File: config.mk
export PLATFORM = sky130hd
export DESIGN_NAME = tmr_countdown
export DESIGN_NICKNAME = d
export VERILOG_FILES = /design/src/rtl/tmr_pkg.sv /design/src/rtl/tmr_prescale.sv /design/src/rtl/tmr_count.sv /design/src/rtl/tmr_irq.sv /design/src/rtl/tmr_countdown.sv
export SDC_FILE = /design/constraint.sdc
export NUM_CORES = 1
export LEC_CHECK = 0
export BUFFER_PORTS_ARGS = -buffer_cell sky130_fd_sc_hd__buf_2
export CAP_MARGIN = 15
export CORE_MARGIN = 4
export CORE_UTILIZATION = 45
export DETAILED_ROUTE_END_ITERATION = 16
export GPL_TIMING_DRIVEN = 0
export PLACE_DENSITY = 0.62
export SLEW_MARGIN = 20
export SYNTH_ARGS = -nofsm -noshare
export SYNTH_HDL_FRONTEND = slang
export SYNTH_SLANG_ARGS = --single-unit
File: constraint.sdc
create_clock -name clk -period 5.7 [get_ports clk]
set_clock_uncertainty 0.05 [all_clocks]
set_input_delay 0.855 -clock clk [delete_from_list [all_inputs] [get_ports clk]]
set_output_delay 0.855 -clock clk [all_outputs]
set_load 0.05 [all_outputs]
File: src/rtl/tmr_pkg.sv
package tmr_pkg;
  localparam int unsigned DW     = 8;
  localparam int unsigned ADDR_W = 2;

  localparam logic [ADDR_W-1:0] REG_STAT = 2'd0;
  localparam logic [ADDR_W-1:0] REG_CTRL = 2'd1;
  localparam logic [ADDR_W-1:0] REG_LOAD = 2'd2;
  localparam logic [ADDR_W-1:0] REG_CUR  = 2'd3;

  localparam int unsigned STAT_IE_BIT   = 0;
  localparam int unsigned STAT_FLAG_BIT = 2;
  localparam int unsigned STAT_MODE_BIT = 4;
  localparam int unsigned CTRL_RUN_BIT  = 7;

  localparam int unsigned NUM_SRC = 4;

  typedef enum logic [1:0] {
    SRC_4K  = 2'd0,
    SRC_64  = 2'd1,
    SRC_1   = 2'd2,
    SRC_MIN = 2'd3
  } tmr_src_e;
endpackage

File: src/rtl/tmr_prescale.sv
module tmr_prescale #(
  parameter int unsigned TICKS_4K     = 8,
  parameter int unsigned TICKS_64     = 512,
  parameter int unsigned TICKS_1      = 32768,
  parameter int unsigned SECS_PER_MIN = 60
) (
  input  logic                         clk,
  input  logic                         rst_n,
  input  logic                         ref_tick,
  input  logic                         run,
  input  logic                         restart,
  output logic [tmr_pkg::NUM_SRC-1:0]  tick
);
  localparam int unsigned NS = tmr_pkg::NUM_SRC;

  function automatic int unsigned stage_ratio(input int unsigned k);
    case (k)
      0:       stage_ratio = TICKS_4K;
      1:       stage_ratio = TICKS_64 / TICKS_4K;
      2:       stage_ratio = TICKS_1 / TICKS_64;
      default: stage_ratio = SECS_PER_MIN;
    endcase
  endfunction

  logic [NS:0] chain;
  assign chain[0] = ref_tick;

  for (genvar g = 0; g < NS; g++) begin : g_stage
    localparam int unsigned RAT = stage_ratio(g);
    localparam int unsigned SW  = (RAT > 2) ? $clog2(RAT) : 1;
    localparam logic [SW-1:0] LAST = SW'(RAT - 1);
    logic [SW-1:0] cnt_q;
    logic          wrap;

    assign wrap         = chain[g] && (cnt_q == LAST);
    assign chain[g + 1] = wrap;

    always_ff @(posedge clk or negedge rst_n) begin
      if (!rst_n)                cnt_q <= '0;
      else if (!run || restart)  cnt_q <= '0;
      else if (chain[g])         cnt_q <= wrap ? '0 : cnt_q + 1'b1;
    end

    assert_idle_clear_R2: assert property (@(posedge clk) disable iff (!rst_n)
      (!run || restart) |=> (cnt_q == '0));
  end

  assign tick = chain[NS:1] & {NS{run & ~restart}};
endmodule

File: src/rtl/tmr_count.sv
module tmr_count #(
  parameter int unsigned W = 8
) (
  input  logic         clk,
  input  logic         rst_n,
  input  logic         en,
  input  logic         step,
  input  logic         load,
  input  logic [W-1:0] load_val,
  output logic [W-1:0] cur,
  output logic [W-1:0] reload,
  output logic         zero_evt
);
  localparam logic [W-1:0] ONE = W'(1);

  logic [W-1:0] cur_q, rel_q;

  assign zero_evt = en && step && !load && (cur_q == ONE);

  always_ff @(posedge clk or negedge rst_n) begin
    if (!rst_n) begin
      cur_q <= '0;
      rel_q <= '0;
    end else if (load) begin
      cur_q <= load_val;
      rel_q <= load_val;
    end else if (en && step) begin
      if (cur_q == ONE)      cur_q <= rel_q;
      else if (cur_q != '0)  cur_q <= cur_q - ONE;
    end
  end

  assign cur    = cur_q;
  assign reload = rel_q;

  assert_reload_R4: assert property (@(posedge clk) disable iff (!rst_n)
    zero_evt |=> (cur_q == rel_q));
  assert_freeze_R8: assert property (@(posedge clk) disable iff (!rst_n)
    (!en && !load) |=> $stable(cur_q));
  assert_zero_idle_R4: assert property (@(posedge clk) disable iff (!rst_n)
    (cur_q == '0 && !load) |=> (cur_q == '0));
endmodule

File: src/rtl/tmr_irq.sv
module tmr_irq #(
  parameter int unsigned PULSE_TICKS = 4
) (
  input  logic clk,
  input  logic rst_n,
  input  logic ref_tick,
  input  logic evt,
  input  logic flag,
  input  logic ie,
  input  logic pulse_mode,
  output logic irq_n
);
  localparam int unsigned PW = $clog2(PULSE_TICKS + 1);
  localparam logic [PW-1:0] PLEN = PW'(PULSE_TICKS);

  logic [PW-1:0] pcnt_q;
  logic          fire;

  assign fire = evt && ie && pulse_mode;

  always_ff @(posedge clk or negedge rst_n) begin
    if (!rst_n)                        pcnt_q <= '0;
    else if (fire)                     pcnt_q <= PLEN;
    else if (ref_tick && pcnt_q != '0) pcnt_q <= pcnt_q - 1'b1;
  end

  assign irq_n = !((!pulse_mode && flag && ie) || (pcnt_q != '0));

  assert_pulse_start_R7: assert property (@(posedge clk) disable iff (!rst_n)
    fire |=> !irq_n);
  assert_pulse_hold_R7: assert property (@(posedge clk) disable iff (!rst_n)
    (pcnt_q != '0 && !ref_tick && !fire) |=> $stable(pcnt_q));
endmodule

File: src/rtl/tmr_countdown.sv
module tmr_countdown
  import tmr_pkg::*;
#(
  parameter int unsigned TICKS_4K     = 8,
  parameter int unsigned TICKS_64     = 512,
  parameter int unsigned TICKS_1      = 32768,
  parameter int unsigned SECS_PER_MIN = 60,
  parameter int unsigned PULSE_TICKS  = 4
) (
  input  logic              clk,
  input  logic              rst_n,
  input  logic              ref_tick,
  input  logic [ADDR_W-1:0] reg_addr,
  input  logic              reg_wr,
  input  logic [DW-1:0]     reg_wdata,
  output logic [DW-1:0]     reg_rdata,
  output logic              irq_n
);
  logic     run_q, flag_q, ie_q, mode_q;
  tmr_src_e src_q;

  logic ctrl_wr, stat_wr, load_wr;
  logic [NUM_SRC-1:0] src_ticks;
  logic step, evt;
  logic [DW-1:0] cur, reload;

  assign ctrl_wr = reg_wr && (reg_addr == REG_CTRL);
  assign stat_wr = reg_wr && (reg_addr == REG_STAT);
  assign load_wr = reg_wr && (reg_addr == REG_LOAD);

  tmr_prescale #(
    .TICKS_4K(TICKS_4K), .TICKS_64(TICKS_64),
    .TICKS_1(TICKS_1), .SECS_PER_MIN(SECS_PER_MIN)
  ) u_pre (
    .clk(clk), .rst_n(rst_n), .ref_tick(ref_tick),
    .run(run_q), .restart(ctrl_wr), .tick(src_ticks)
  );

  assign step = src_ticks[src_q];

  tmr_count #(.W(DW)) u_cnt (
    .clk(clk), .rst_n(rst_n), .en(run_q), .step(step),
    .load(load_wr), .load_val(reg_wdata),
    .cur(cur), .reload(reload), .zero_evt(evt)
  );

  always_ff @(posedge clk or negedge rst_n) begin
    if (!rst_n) begin
      run_q  <= 1'b0;
      src_q  <= SRC_4K;
      flag_q <= 1'b0;
      ie_q   <= 1'b0;
      mode_q <= 1'b0;
    end else begin
      if (ctrl_wr) begin
        run_q <= reg_wdata[CTRL_RUN_BIT];
        src_q <= tmr_src_e'(reg_wdata[1:0]);
      end
      if (stat_wr) begin
        ie_q   <= reg_wdata[STAT_IE_BIT];
        mode_q <= reg_wdata[STAT_MODE_BIT];
      end
      if (evt)                                     flag_q <= 1'b1;
      else if (stat_wr && !reg_wdata[STAT_FLAG_BIT]) flag_q <= 1'b0;
    end
  end

  tmr_irq #(.PULSE_TICKS(PULSE_TICKS)) u_irq (
    .clk(clk), .rst_n(rst_n), .ref_tick(ref_tick), .evt(evt),
    .flag(flag_q), .ie(ie_q), .pulse_mode(mode_q), .irq_n(irq_n)
  );

  always_comb begin
    reg_rdata = '0;
    case (reg_addr)
      REG_STAT: begin
        reg_rdata[STAT_IE_BIT]   = ie_q;
        reg_rdata[STAT_FLAG_BIT] = flag_q;
        reg_rdata[STAT_MODE_BIT] = mode_q;
      end
      REG_CTRL: begin
        reg_rdata[CTRL_RUN_BIT] = run_q;
        reg_rdata[1:0]          = src_q;
      end
      REG_LOAD: reg_rdata = reload;
      default:  reg_rdata = cur;
    endcase
  end

  assert_evt_sets_flag_R4: assert property (@(posedge clk) disable iff (!rst_n)
    evt |=> flag_q);
  assert_flag_sticky_R5: assert property (@(posedge clk) disable iff (!rst_n)
    (flag_q && !stat_wr) |=> flag_q);
  assert_no_evt_stopped_R8: assert property (@(posedge clk) disable iff (!rst_n)
    !run_q |-> !evt);
  assert_level_follow_R6: assert property (@(posedge clk) disable iff (!rst_n)
    (!mode_q && flag_q && ie_q) |-> !irq_n);
endmodule

==> results.cfg <==
[global_route]
grt_max_degree = 47
grt_antenna_before_repair = 0
grt_pass1_wl_um = 10300
overflow = 0
grt.total_usage = 0.176
grt_pass1_vias = 2132

[clock_network]
cts-resized-gates = 0
cts_tree = done
cts_sinks = 46
hold_buffers = 0
clock-root-buffer = clkbuf_8
cts_max_level = 2
clkLatencyLatePin_ns = 0.30
cts_buffer_depth = 2
clkTransAtPathRegs_ns = 0.08
cts_made_buffers = 5
postCtsSetupBuffers = 0

[timing]
rsz0062_at_grt = false
tightest_slew_ns = 0.751
setup_viol_count_final = 0
fin_setup_tns_ns = 0
hold_viol_final = 0
max_freq_ghz = 0.313
fin_crit_sh = 0.560
maxSlewHeadroom = 0.499
min_period_ns = 3.19
slew_viol_final = 0

[routing]
post-route-drc-count = 0
via_per_inst = 5.57
ant_nets = 0
routed_wl_um = 5900
wl_per_cell_um = 15.1
num_vias = 2182
drt_pass1_iterations = 5
drt_iter0_markers = 119

[finish]
n_fill_cell = 537
syn2layout_area_growth_pct = 11.4
drive_above_1_share = 0.144
layout.nets = 342
final_cell_mix = nand2_1, dfrtp_1, nor2_1, buf_2, a21oi_1
final_common_cell = nand2_1
utilization = 0.528
antenna-diode-count = 0

[setup_path]
critical_path.top_delay_family = buffers and inverters
cp_data_arrival_time_ns = 2.29
max_stage_delay_ns = 0.49
critical_path_class = in -> out
endpoint = reg_rdata[1]
r2r_start = u_pre.g_stage[0].cnt_q[0]
reg2reg_depth = 8
critPathSlowestCell = clkbuf_1
cp_num_buf_inv = 3
crit_fanout = 10
end_kind = primary output
cp_num_cells = 5
crit_path_frequent_cell = buf_2
path_cells = buf_2 -> clkbuf_1 -> mux2_2 -> a22o_1 -> buf_2
r2r_slack_ns = 3.22
startpoint_type = input pin
cp-startpoint = reg_addr[1]
required_ns = 4.80
r2r_end = u_pre.g_stage[3].cnt_q[5]

[synthesis]
syn_nets = 314
yosys_warnings = 0
synth_cells = 291
ys_ff_latch = 46
ys_seq_area_frac = 0.431
async_flop_share = 1.00
syn_area_per_cell_um2 = 9.19
synth_cell_types = 52
synth_flop_cell = dfrtp_1
synth_edf_count = 0
syn_area_um2 = 2670

[pwr]
worst_ir_drop_vdd_uv = 158
power_frac_seq = 0.454
total_power_mw = 0.879
powerDensity_nw_per_um2 = 295
swShare = 0.334
power.internal_mw = 0.586
p_comb_frac = 0.274
switchingPower_mw = 0.293
p_leak_nw = 1.35
p_clk_frac = 0.272

[die]
rows = 27
die_w_um = 85.1
core_um2 = 5640
fp.dieH_um = 85.1
initial_core_util = 0.474
ios = 23
die_area_um2 = 7240

[worst_hold_path]
min_path_type = reg -> reg
whs_path_depth = 1

[placement]
place_congestion = 0.872
io_buffers = 21
dp_hpwl_um = 4140

[job]
maxCapViolCount = 0

[outcome]
status = complete, no violations
worst min-delay path by stage:
stage | slack [ns] | end | start
floorplan | 0.40 | u_pre.g_stage[3].cnt_q[4] | u_pre.g_stage[3].cnt_q[4]
global placement | 0.41 | u_pre.g_stage[3].cnt_q[4] | u_pre.g_stage[3].cnt_q[4]
detailed placement | 0.42 | u_pre.g_stage[3].cnt_q[4] | u_pre.g_stage[3].cnt_q[4]
CTS | 0.44 | u_pre.g_stage[3].cnt_q[4] | u_pre.g_stage[3].cnt_q[4]
global route | 0.48 | u_cnt.reload[3] | u_cnt.reload[3]
finish | 0.43 | u_pre.g_stage[3].cnt_q[4] | u_pre.g_stage[3].cnt_q[4]
synthesized netlist by cell type, drive strengths merged, types with 8 or more instances:
library cell	count	area [um^2]
nor3	11	66.3
or3	8	55.1
ha	9	113
a21oi	15	75.1
mux2i	8	80.1
inv	10	37.5
nor2	23	86.3
nand3	15	85.1
nand2	51	194
o21ai	14	70.1
dfrtp	46	1150
sequential cells by signal (all words and copies together) (netlist names):
signal	flops
u_pre.g_stage.cnt_q	21
u_cnt.reload	8
flag_q	1
run_q	1
u_irq.pcnt_q	3
src_q	2
u_cnt.cur	8
mode_q	1
ie_q	1
power by group through the flow:
stage | sequential [mW] | clock (mW) | combinational, mW
floorplan | 0.395 | 0 | 0.189
global placement | 0.404 | 0 | 0.238
detailed placement | 0.405 | 0 | 0.242
CTS | 0.399 | 0.248 | 0.243
global route | 0.404 | 0.263 | 0.274
finish | 0.399 | 0.240 | 0.241
metal layers:
layer	global-route usage	wire length [um]
met2	0.260	2550
met1	0.261	3020
met4	0.0518	68
met3	0.0359	262
met5	0	0
worst reg2reg max path, stage by stage, from the launching register on:
cell	delay (ns)
dfrtp_1	0.39
ha_1	0.17
ha_1	0.20
and2_1	0.27
nand3_2	0.19
nor3_4	0.30
nor2_1	0.16
or3_4	0.38
o41ai_2	0.27
cells by family after synthesis:
| family | share of synthesized area |
|---|---|
| AOI/OAI and AO/OA | 0.145 |
| xor gates and xnor gates | 0.0328 |
| adders and majority gates | 0.0421 |
| buffers and inverters | 0.0365 |
| DFF | 0.431 |
| muxes | 0.0594 |
| and+or+nand+nor | 0.254 |
final cells by class:
cell class	count	area, um^2	area share
Clock inverter	1	30.0	0.0101
Clock buffer	7	76.3	0.0256
Inverter	10	37.5	0.0126
Sequential cell	46	1150	0.387
Buffer	11	60.1	0.0202
Tap cell	72	90.1	0.0303
Timing Repair Buffer	21	108	0.0361
Multi-Input combinational cell	224	1430	0.479
per-stage QoR:
| stage | instance area, um^2 | worst slack, ns | std cells | hold WS [ns] |
|---|---|---|---|---|
| 3_5_place_dp | 2870 | 2.51 | 384 | 0.423 |
| 2_1_floorplan | 2670 | 2.42 | 291 | 0.395 |
| 3_3_place_gp | 2870 | 2.51 | 384 | 0.414 |
| 4_1_cts | 2980 | 2.50 | 392 | 0.438 |
| 6_report | 2980 | 2.51 | 392 | 0.434 |
| 5_1_grt | 2980 | 2.43 | 392 | 0.481 |
No activity file was read; power rests on OpenSTA's default activity.
